File: src/rtl/epg_pkg.sv
package epg_pkg;

  localparam int unsigned OFS_W  = 5;
  localparam int unsigned SIZE_W = 2;
  localparam int unsigned N_CFG  = 5;

  localparam logic [SIZE_W-1:0] SIZE_HALF = 2'd1;

  localparam logic [OFS_W-1:0] OFS_DIN  = 5'h00;
  localparam logic [OFS_W-1:0] OFS_DOUT = 5'h04;
  localparam logic [OFS_W-1:0] OFS_DIR  = 5'h08;
  localparam logic [OFS_W-1:0] OFS_POL  = 5'h0C;
  localparam logic [OFS_W-1:0] OFS_MSK  = 5'h10;
  localparam logic [OFS_W-1:0] OFS_STS  = 5'h14;
  localparam logic [OFS_W-1:0] OFS_PEN  = 5'h18;

  typedef enum logic [2:0] {
    R_NONE = 3'd0,
    R_DOUT = 3'd1,
    R_DIR  = 3'd2,
    R_POL  = 3'd3,
    R_MSK  = 3'd4,
    R_PEN  = 3'd5,
    R_DIN  = 3'd6,
    R_STS  = 3'd7
  } reg_sel_e;

  typedef struct packed {
    logic     rd;
    logic     wr;
    reg_sel_e which;
  } bus_dec_t;

  // Configuration register index i (0..N_CFG-1) maps to select code i+1.
  function automatic reg_sel_e cfg_sel(input int unsigned idx);
    return reg_sel_e'(3'(idx + 1));
  endfunction

endpackage

File: src/rtl/epg_decode.sv
module epg_decode
  import epg_pkg::*;
(
  input  logic              bus_sel,
  input  logic              bus_we,
  input  logic [OFS_W-1:0]  bus_ofs,
  input  logic [SIZE_W-1:0] bus_size,
  output bus_dec_t          dec
);

  logic accept;

  always_comb begin
    accept    = bus_sel && (bus_size == SIZE_HALF);
    dec.rd    = accept && !bus_we;
    dec.wr    = accept && bus_we;
    unique case (bus_ofs)
      OFS_DIN:  dec.which = R_DIN;
      OFS_DOUT: dec.which = R_DOUT;
      OFS_DIR:  dec.which = R_DIR;
      OFS_POL:  dec.which = R_POL;
      OFS_MSK:  dec.which = R_MSK;
      OFS_STS:  dec.which = R_STS;
      OFS_PEN:  dec.which = R_PEN;
      default:  dec.which = R_NONE;
    endcase
  end

endmodule

File: src/rtl/epg_cfg_regs.sv
module epg_cfg_regs
  import epg_pkg::*;
#(
  parameter int unsigned N = 16
) (
  input  logic         clk,
  input  logic         rst_n,
  input  bus_dec_t     dec,
  input  logic [N-1:0] wdata,
  output logic [N-1:0] dout_q,
  output logic [N-1:0] dir_q,
  output logic [N-1:0] pol_q,
  output logic [N-1:0] msk_q,
  output logic [N-1:0] pen_q
);

  localparam logic [N-1:0] RST_VAL = '1;

  logic [N-1:0] cfg_q [N_CFG];
  logic [N-1:0] cfg_d [N_CFG];
  logic         cfg_en [N_CFG];

  for (genvar g = 0; g < N_CFG; g++) begin : g_cfg
    always_comb begin
      cfg_en[g] = dec.wr && (dec.which == cfg_sel(g));
      cfg_d[g]  = wdata;
    end

    always_ff @(posedge clk or negedge rst_n) begin
      if (!rst_n) begin
        cfg_q[g] <= RST_VAL;
      end else if (cfg_en[g]) begin
        cfg_q[g] <= cfg_d[g];
      end
    end
  end

  assign dout_q = cfg_q[0];
  assign dir_q  = cfg_q[1];
  assign pol_q  = cfg_q[2];
  assign msk_q  = cfg_q[3];
  assign pen_q  = cfg_q[4];

endmodule

File: src/rtl/epg_edge.sv
module epg_edge #(
  parameter int unsigned N = 16
) (
  input  logic         clk,
  input  logic         rst_n,
  input  logic [N-1:0] pin_in,
  input  logic [N-1:0] dir,
  input  logic [N-1:0] pol,
  input  logic [N-1:0] msk,
  output logic [N-1:0] smp_q,
  output logic [N-1:0] hit
);

  logic [N-1:0] prv_q;
  logic [N-1:0] smp_d;
  logic [N-1:0] prv_d;

  always_comb begin
    smp_d = pin_in;
    prv_d = smp_q;
  end

  always_ff @(posedge clk or negedge rst_n) begin
    if (!rst_n) begin
      smp_q <= '0;
      prv_q <= '0;
    end else begin
      smp_q <= smp_d;
      prv_q <= prv_d;
    end
  end

  for (genvar g = 0; g < N; g++) begin : g_pin
    logic rise;
    logic fall;
    logic armed;
    always_comb begin
      rise   = smp_q[g] & ~prv_q[g];
      fall   = ~smp_q[g] & prv_q[g];
      armed  = dir[g] & ~msk[g];
      hit[g] = armed & (pol[g] ? rise : fall);
    end
  end

endmodule

File: src/rtl/epg_irq.sv
module epg_irq #(
  parameter int unsigned N = 16
) (
  input  logic         clk,
  input  logic         rst_n,
  input  logic [N-1:0] hit,
  input  logic         clr_en,
  input  logic [N-1:0] clr_bits,
  output logic [N-1:0] sts_q,
  output logic         irq_q
);

  logic [N-1:0] clr_mask;
  logic [N-1:0] sts_d;
  logic         sts_en;
  logic         irq_d;

  always_comb begin
    clr_mask = clr_en ? clr_bits : '0;
    // A new event wins over a simultaneous clear of the same bit.
    sts_d    = (sts_q & ~clr_mask) | hit;
    sts_en   = clr_en | (|hit);
    irq_d    = |sts_d;
  end

  always_ff @(posedge clk or negedge rst_n) begin
    if (!rst_n) begin
      sts_q <= '0;
      irq_q <= 1'b0;
    end else if (sts_en) begin
      sts_q <= sts_d;
      irq_q <= irq_d;
    end
  end

endmodule

File: src/rtl/epg_gpio.sv
module epg_gpio
  import epg_pkg::*;
#(
  parameter int unsigned N = 16
) (
  input  logic              clk,
  input  logic              rst_n,
  input  logic              bus_sel,
  input  logic              bus_we,
  input  logic [OFS_W-1:0]  bus_ofs,
  input  logic [SIZE_W-1:0] bus_size,
  input  logic [N-1:0]      bus_wdata,
  output logic [N-1:0]      bus_rdata,
  input  logic [N-1:0]      pin_in,
  output logic [N-1:0]      pin_out,
  output logic [N-1:0]      pin_oe,
  output logic              irq
);

  bus_dec_t     dec;
  logic [N-1:0] dout_q, dir_q, pol_q, msk_q, pen_q;
  logic [N-1:0] smp_q, hit, sts_q;
  logic         clr_en;
  logic [N-1:0] rd_mux, rd_d, rd_q;

  epg_decode u_dec (
    .bus_sel  (bus_sel),
    .bus_we   (bus_we),
    .bus_ofs  (bus_ofs),
    .bus_size (bus_size),
    .dec      (dec)
  );

  epg_cfg_regs #(.N(N)) u_cfg (
    .clk    (clk),
    .rst_n  (rst_n),
    .dec    (dec),
    .wdata  (bus_wdata),
    .dout_q (dout_q),
    .dir_q  (dir_q),
    .pol_q  (pol_q),
    .msk_q  (msk_q),
    .pen_q  (pen_q)
  );

  epg_edge #(.N(N)) u_edge (
    .clk    (clk),
    .rst_n  (rst_n),
    .pin_in (pin_in),
    .dir    (dir_q),
    .pol    (pol_q),
    .msk    (msk_q),
    .smp_q  (smp_q),
    .hit    (hit)
  );

  assign clr_en = dec.wr && (dec.which == R_STS);

  epg_irq #(.N(N)) u_irq (
    .clk      (clk),
    .rst_n    (rst_n),
    .hit      (hit),
    .clr_en   (clr_en),
    .clr_bits (bus_wdata),
    .sts_q    (sts_q),
    .irq_q    (irq)
  );

  always_comb begin
    unique case (dec.which)
      R_DIN:   rd_mux = smp_q & pen_q;
      R_DOUT:  rd_mux = dout_q;
      R_DIR:   rd_mux = dir_q;
      R_POL:   rd_mux = pol_q;
      R_MSK:   rd_mux = msk_q;
      R_STS:   rd_mux = sts_q;
      R_PEN:   rd_mux = pen_q;
      default: rd_mux = '0;
    endcase
    rd_d = dec.rd ? rd_mux : '0;
  end

  always_ff @(posedge clk or negedge rst_n) begin
    if (!rst_n) begin
      rd_q <= '0;
    end else begin
      rd_q <= rd_d;
    end
  end

  assign bus_rdata = rd_q;
  assign pin_out   = dout_q;
  assign pin_oe    = ~dir_q;

endmodule

File: config.mk
export PLATFORM = sky130hd
export DESIGN_NAME = epg_gpio
export DESIGN_NICKNAME = d
export VERILOG_FILES = /design/src/rtl/epg_pkg.sv /design/src/rtl/epg_decode.sv /design/src/rtl/epg_cfg_regs.sv /design/src/rtl/epg_edge.sv /design/src/rtl/epg_irq.sv /design/src/rtl/epg_gpio.sv
export SDC_FILE = /design/constraint.sdc
export NUM_CORES = 1
export LEC_CHECK = 0
export ABC_AREA = 1
export BUFFER_PORTS_ARGS = -buffer_cell sky130_fd_sc_hd__buf_2
export CAP_MARGIN = 30
export CORE_UTILIZATION = 34
export CTS_CLUSTER_DIAMETER = 60
export CTS_CLUSTER_SIZE = 25
export DETAILED_ROUTE_END_ITERATION = 12
export PLACE_DENSITY = 0.6
export SKIP_CTS_REPAIR_TIMING = 1
export SLEW_MARGIN = 10
export SYNTH_ARGS = -nofsm -noshare
export SYNTH_HDL_FRONTEND = slang
export SYNTH_HIERARCHICAL = 1
export SYNTH_SLANG_ARGS = --single-unit
File: constraint.sdc
create_clock -name clk -period 1.45 [get_ports clk]
set_input_delay 0.29 -clock clk [delete_from_list [all_inputs] [get_ports clk]]
set_output_delay 0.29 -clock clk [all_outputs]
set_load 0.005 [all_outputs]
* Word level (Yosys, flattened, before mapping) *
Index checks and enable logic that the tools add are counted.

storage, ports and cells
  register bits after elaboration = 145
  latch bits = 0
  memory bits (writable) = 0
  ROM bits = 0
  bits of input ports = 43
  output and inout bits = 49
  logic and storage cells = 175
  memories kept = 0

cells by class
  add/sub/neg operators = 0
  multiply operators = 0
  divide/modulo/power cells = 0
  order comparisons = 0
  equality and inequality tests = 14
  shifts and indexed selects = 0
  multiplexer cells = 20
  bitwise gates (word level) = 118
  reductions and logical operators = 13

operators by type and width
  kind                                                              number
  16-bit case mux with 7 select lines                               1
  1-bit bitwise AND                                                 64
  1-bit NOT                                                         48
  16-bit bitwise AND                                                2
  16-bit 2-to-1 mux                                                 2
  16-bit NOT                                                        2
  16-bit OR reduction                                               2
  3-bit case mux with 7 select lines                                1
  1-bit 2-to-1 mux                                                  16
  16-bit OR                                                         1
  5-bit == test (second input constant)                             3
  3-bit == test (second input constant)                             4
  5-bit by 4-bit == test with 1-bit output (second input constant)  2
  1-bit logical AND                                                 9
  3-bit by 2-bit == test with 1-bit output (second input constant)  2
  5-bit by 3-bit == test with 1-bit output (second input constant)  1
  5-bit logical NOT                                                 1
  3-bit by 1-bit == test with 1-bit output (second input constant)  1
  2-bit by 1-bit == test with 1-bit output (second input constant)  1
  1-bit logical NOT                                                 1
  1-bit OR                                                          1

* Depth between registers and ports, before layout *
  depth in word-level cells = 9
  gate-level depth with buffers = 18
  depth with buffers taken out = 15

* Modules after synthesis *
The synthesis kept the hierarchy.

modules (own cells, without submodules)
  module        times used  cells each  area each (um^2)  sequential area each (um^2)
  epg_cfg_regs  1           354         3,269.4           2,102.0
  epg_gpio      1           321         1,834.3           400.4
  epg_edge      1           160         1,341.3           800.8
  epg_irq       1           108         809.5             425.4
  epg_decode    1           20          87.6              0.0

* Worst setup path after synthesis *
OpenSTA, ideal clock, no wires.

  path type = input port to flip-flop
  start point = input port bus_ofs[1]
  end point = register u_irq.irq_q
  setup time = 0.117 ns
  data arrival time = 2.167 ns
  required time = 1.333 ns
  path slack = -0.834 ns
  stages on the path = 17
  buffers on the path = 3
  path through = nor2_1 > nand2_1 > nor2_1 > buf_6 > nand2_4 > nor3b_1 > buf_6 > buf_8 > nand2_1 > nand2_1 > nand2_2 > nor2_1 > nand2_1 > nor2_1 > nand2_1 > nand2_1 > nand2_1

RTL lines
  item                  RTL line        text
  from (decl)           epg_gpio.sv:10  input logic [OFS_W-1:0] bus_ofs,
  to (signal assigned)  epg_irq.sv:32   irq_q <= irq_d;
  to (decl)             epg_irq.sv:10   output logic irq_q

==> impl_metrics.py <==
metrics = {
    "outcome": {
        "status": "complete, but fails checks",
        "violations": "setup timing",
    },
    "synthesis": {
        "synth_seq_cells": 145,
        "yosys_warnings": 6,
        "synth-compound-area-share_pct": 2.37,
        "synth_area_um2": 7340,
        "synth_commonest_cells": "331 x nand2_1, 132 x inv_1, 132 x nand3_1",
        "synth-xor-area-share_pct": 0,
        "synth_top_family_by_area": "simple AND/OR/NAND/NOR gates",
        "synth_mux_area_share_pct": 0,
        "async_flop_share_pct": 100,
        "synth_top_flop_cell": "dfstp_2",
        "yosys.cell_types.count": 26,
        "syn_nets": 1006,
        "synth.area.top_cells": "dfstp_2 29%, dfrtp_1 22%, nand2_1 17%",
        "synthSimpleGateAreaFrac_pct": 36.4,
        "synthCells": 963,
        "syn_area_per_cell_um2": 7.62,
        "post-synth-top-count-cell": "nand2_1",
        "synth_top_cell_by_area": "dfstp_2",
        "ys_seq_area_share_pct": 50.8,
        "synth_edf_count": 0,
        "synth_fa_ha_area_share_pct": 0,
        "synth_top_area_share_pct": 28.6,
    },
    "critical_path": {
        "max_stage_delay_ns": 0.29,
        "timing.rr.start": "u_cfg/pol_q[2]",
        "critPathKind": "in -> reg",
        "crit_family": "simple AND/OR/NAND/NOR gates",
        "crit_chain": "clkbuf_4 -> nand3_2 -> nand2_4 -> nor2_4 -> nand2_4 -> nor3b_4 -> buf_6 -> nand2_1 -> nand2_1 -> nand2_1 -> nor2_1 -> nand2_1 -> nor2_1 -> nand2_1 -> nand2_1 -> nand2_1",
        "startpoint_type": "input pin",
        "path_buf_inv": 2,
        "crit_path_frequent_cell": "nand2_1",
        "crit_path_start": "bus_ofs[2]",
        "cp.arrival_ns": 1.96,
        "cp_max_fo": 6,
        "worstPathRequired_ns": 1.77,
        "crit_path_top_delay_cell": "nor3b_4",
        "crit_path_end_kind": "flop",
    },
    "clock_tree": {
        "clkTransAtPathRegs_ns": 0.06,
        "insertion_delay_ns": 0.43,
        "clockRootBuffer": "clkbuf_16",
        "cts_tree": "yes",
        "cts_buffers": 17,
        "cts_num_sinks": 145,
        "clock_path_buffers": 2,
        "htreeDepth": 4,
    },
    "timing": {
        "setup_tns_ns": -0.548,
        "skew_ns": 0.0110,
        "finalHoldViolCount": 0,
        "rsz0062_at_grt": "yes",
        "final.setup.worst_slack_ns": -0.188,
        "slew_viol_final": 0,
        "tightest_slew_ns": 0.593,
        "finalCritPeriodShare_pct": 113,
        "max-slew-margin-rel_pct": 60.4,
        "fin_crit_ns": 1.64,
        "fmax_mhz": 610,
        "fin_hold_ws_ns": 0.121,
        "setup_violations": 12,
    },
    "routing": {
        "num_vias": 7281,
        "vias_per_cell": 4.94,
        "wl_met2_mm": 10.8,
        "drt_first_pass_iters": 6,
        "maxUsedRoutingLayer": "met4",
        "antenna_left": 0,
        "drt-initial-drc-count": 627,
        "wl_per_cell_um": 16.3,
        "wirelength_mm": 24.1,
        "drc_errors": 0,
        "met1Wirelength_mm": 11.1,
        "dr_wl_met3_mm": 1.90,
    },
    "floorplanning": {
        "fp.dieH_um": 149,
        "die_area_um2": 22200,
        "fp.coreArea_um2": 21100,
        "die_w_um": 149,
        "start_util_pct": 34.8,
        "row_count": 53,
        "io_pins": 92,
    },
    "power_and_ir_drop": {
        "intPower_mw": 8.10,
        "power_leakage_nw": 5.07,
        "power_switching_mw": 2.79,
        "power-per-cell-area_nw_per_um2": 1070,
        "p_clk_share_pct": 43.7,
        "power_mw": 10.9,
        "peakVddDrop_mv": 0.819,
        "switching_share_pct": 25.6,
        "pwr-share-seq_pct": 42.7,
        "combPwrFrac_pct": 13.6,
    },
    "grt": {
        "grt_overflow": 0,
        "grt_max_degree": 52,
        "grt_pass1_wl_mm": 37.3,
        "grt_pass1_vias": 6647,
        "antenna_found_initial": 0,
        "grt_use_total_pct": 22.3,
    },
    "cells_and_area": {
        "antennaDiodeCount": 0,
        "area_delta_synth_final_pct": 38.4,
        "fin_nets": 1230,
        "layoutNonFillerInstCount": 1475,
        "drive_gt1_share_pct": 33.5,
    },
    "min_path": {
        "hold_path.class": "in -> reg",
        "min_from": "bus_wdata[7]",
    },
    "placement": {
        "dp.final_hpwl_mm": 17.1,
        "gp_congestion": 0.893,
        "dp.cells": 1400,
        "pre_cts_ws_ns": -0.599,
        "port_buffers": 91,
    },
    "run": {
        "maxCapViolations": 0,
    },
}
==> worst paths after layout <==
kind	cells after the start	end	slack, ns
min reg2reg	0	u_edge/prv_q[14]	0.45
min	3	u_cfg/pen_q[7]	0.12
max	16	u_irq/irq_q	-0.19
min in group asynchronous	2	bus_rdata[7]	0.27
max reg2reg	9	u_irq/irq_q	-0.10
max in group asynchronous	3	u_cfg/pol_q[14]	0.59
==> flip-flops by register name (all words and copies together), names as in the netlist <==
name	cells
u_irq/irq_q	1
u_cfg/dout_q	16
u_edge/smp_q	16
u_cfg/dir_q	16
u_cfg/pen_q	16
u_cfg/pol_q	16
bus_rdata	16
u_irq/sts_q	16
u_cfg/msk_q	16
u_edge/prv_q	16
==> routing by layer <==
metal / vias to the layer above / global-route usage (%)
li1: 3484 / -
met1: 3459 / 31.8
met3: 33 / 5.08
met2: 305 / 33.3
met4: 0 / 7.14
met5: - / 0
==> area by class of cell <==
cell class	instances	area, µm²
clock buffer	20	457
clock inverter	12	176
fill	2097	10900
inverter	140	531
multi-input combinational	637	2950
sequential	145	3730
tap	275	344
timing repair buffer	246	1980
==> through the flow <==
stage,util (%),instance area [µm²]
after global routing,48.2,10200
after CTS,45.4,9570
after detailed placement,42.4,8930
after global placement,42.4,8930
after floorplan,-,7400
final,48.2,10200
==> logic make-up (layout without fill, tap and decap cells) <==
kind of cell | after synthesis | in the layout
DFF | 145 | 145
buffers and inverters | 181 | 418
and+or+nand+nor | 603 | 603
AOI/OAI and AO/OA | 34 | 34
==> power groups by stage <==
stage | registers (mW) | clock network (mW) | logic, mW
6_report | 4.65 | 4.76 | 1.48
5_1_grt | 4.68 | 5.03 | 1.63
4_1_cts | 4.65 | 4.84 | 1.27
3_3_place_gp | 4.71 | 0 | 1.25
2_1_floorplan | 4.67 | 0 | 0.531
3_5_place_dp | 4.71 | 0 | 1.27
==> layout by cell type, fill, tap and decap left out, drive strengths merged <==
master,n
dfrtp,65
dfstp,80
a21oi,34
clkinv,4
nand3b,1
inv,142
buf,228
nand4,51
nand2,341
clkinvlp,2
dlygate4sd3,17
clkbuf,21
nor2,73
bufinv,4
nand3,133
nor3b,1
nor3,3
==> worst reg2reg max path, cell delays in order (launching register included) <==
cell     delay (ns)
dfstp_2        0.53
inv_1          0.04
nand3_1        0.07
a21oi_1        0.07
inv_1          0.14
nand4_1        0.14
nor3_1         0.23
nand3_1        0.11
nand2_1        0.08
nand2_1        0.05
Power figures use the tool's default switching activity.
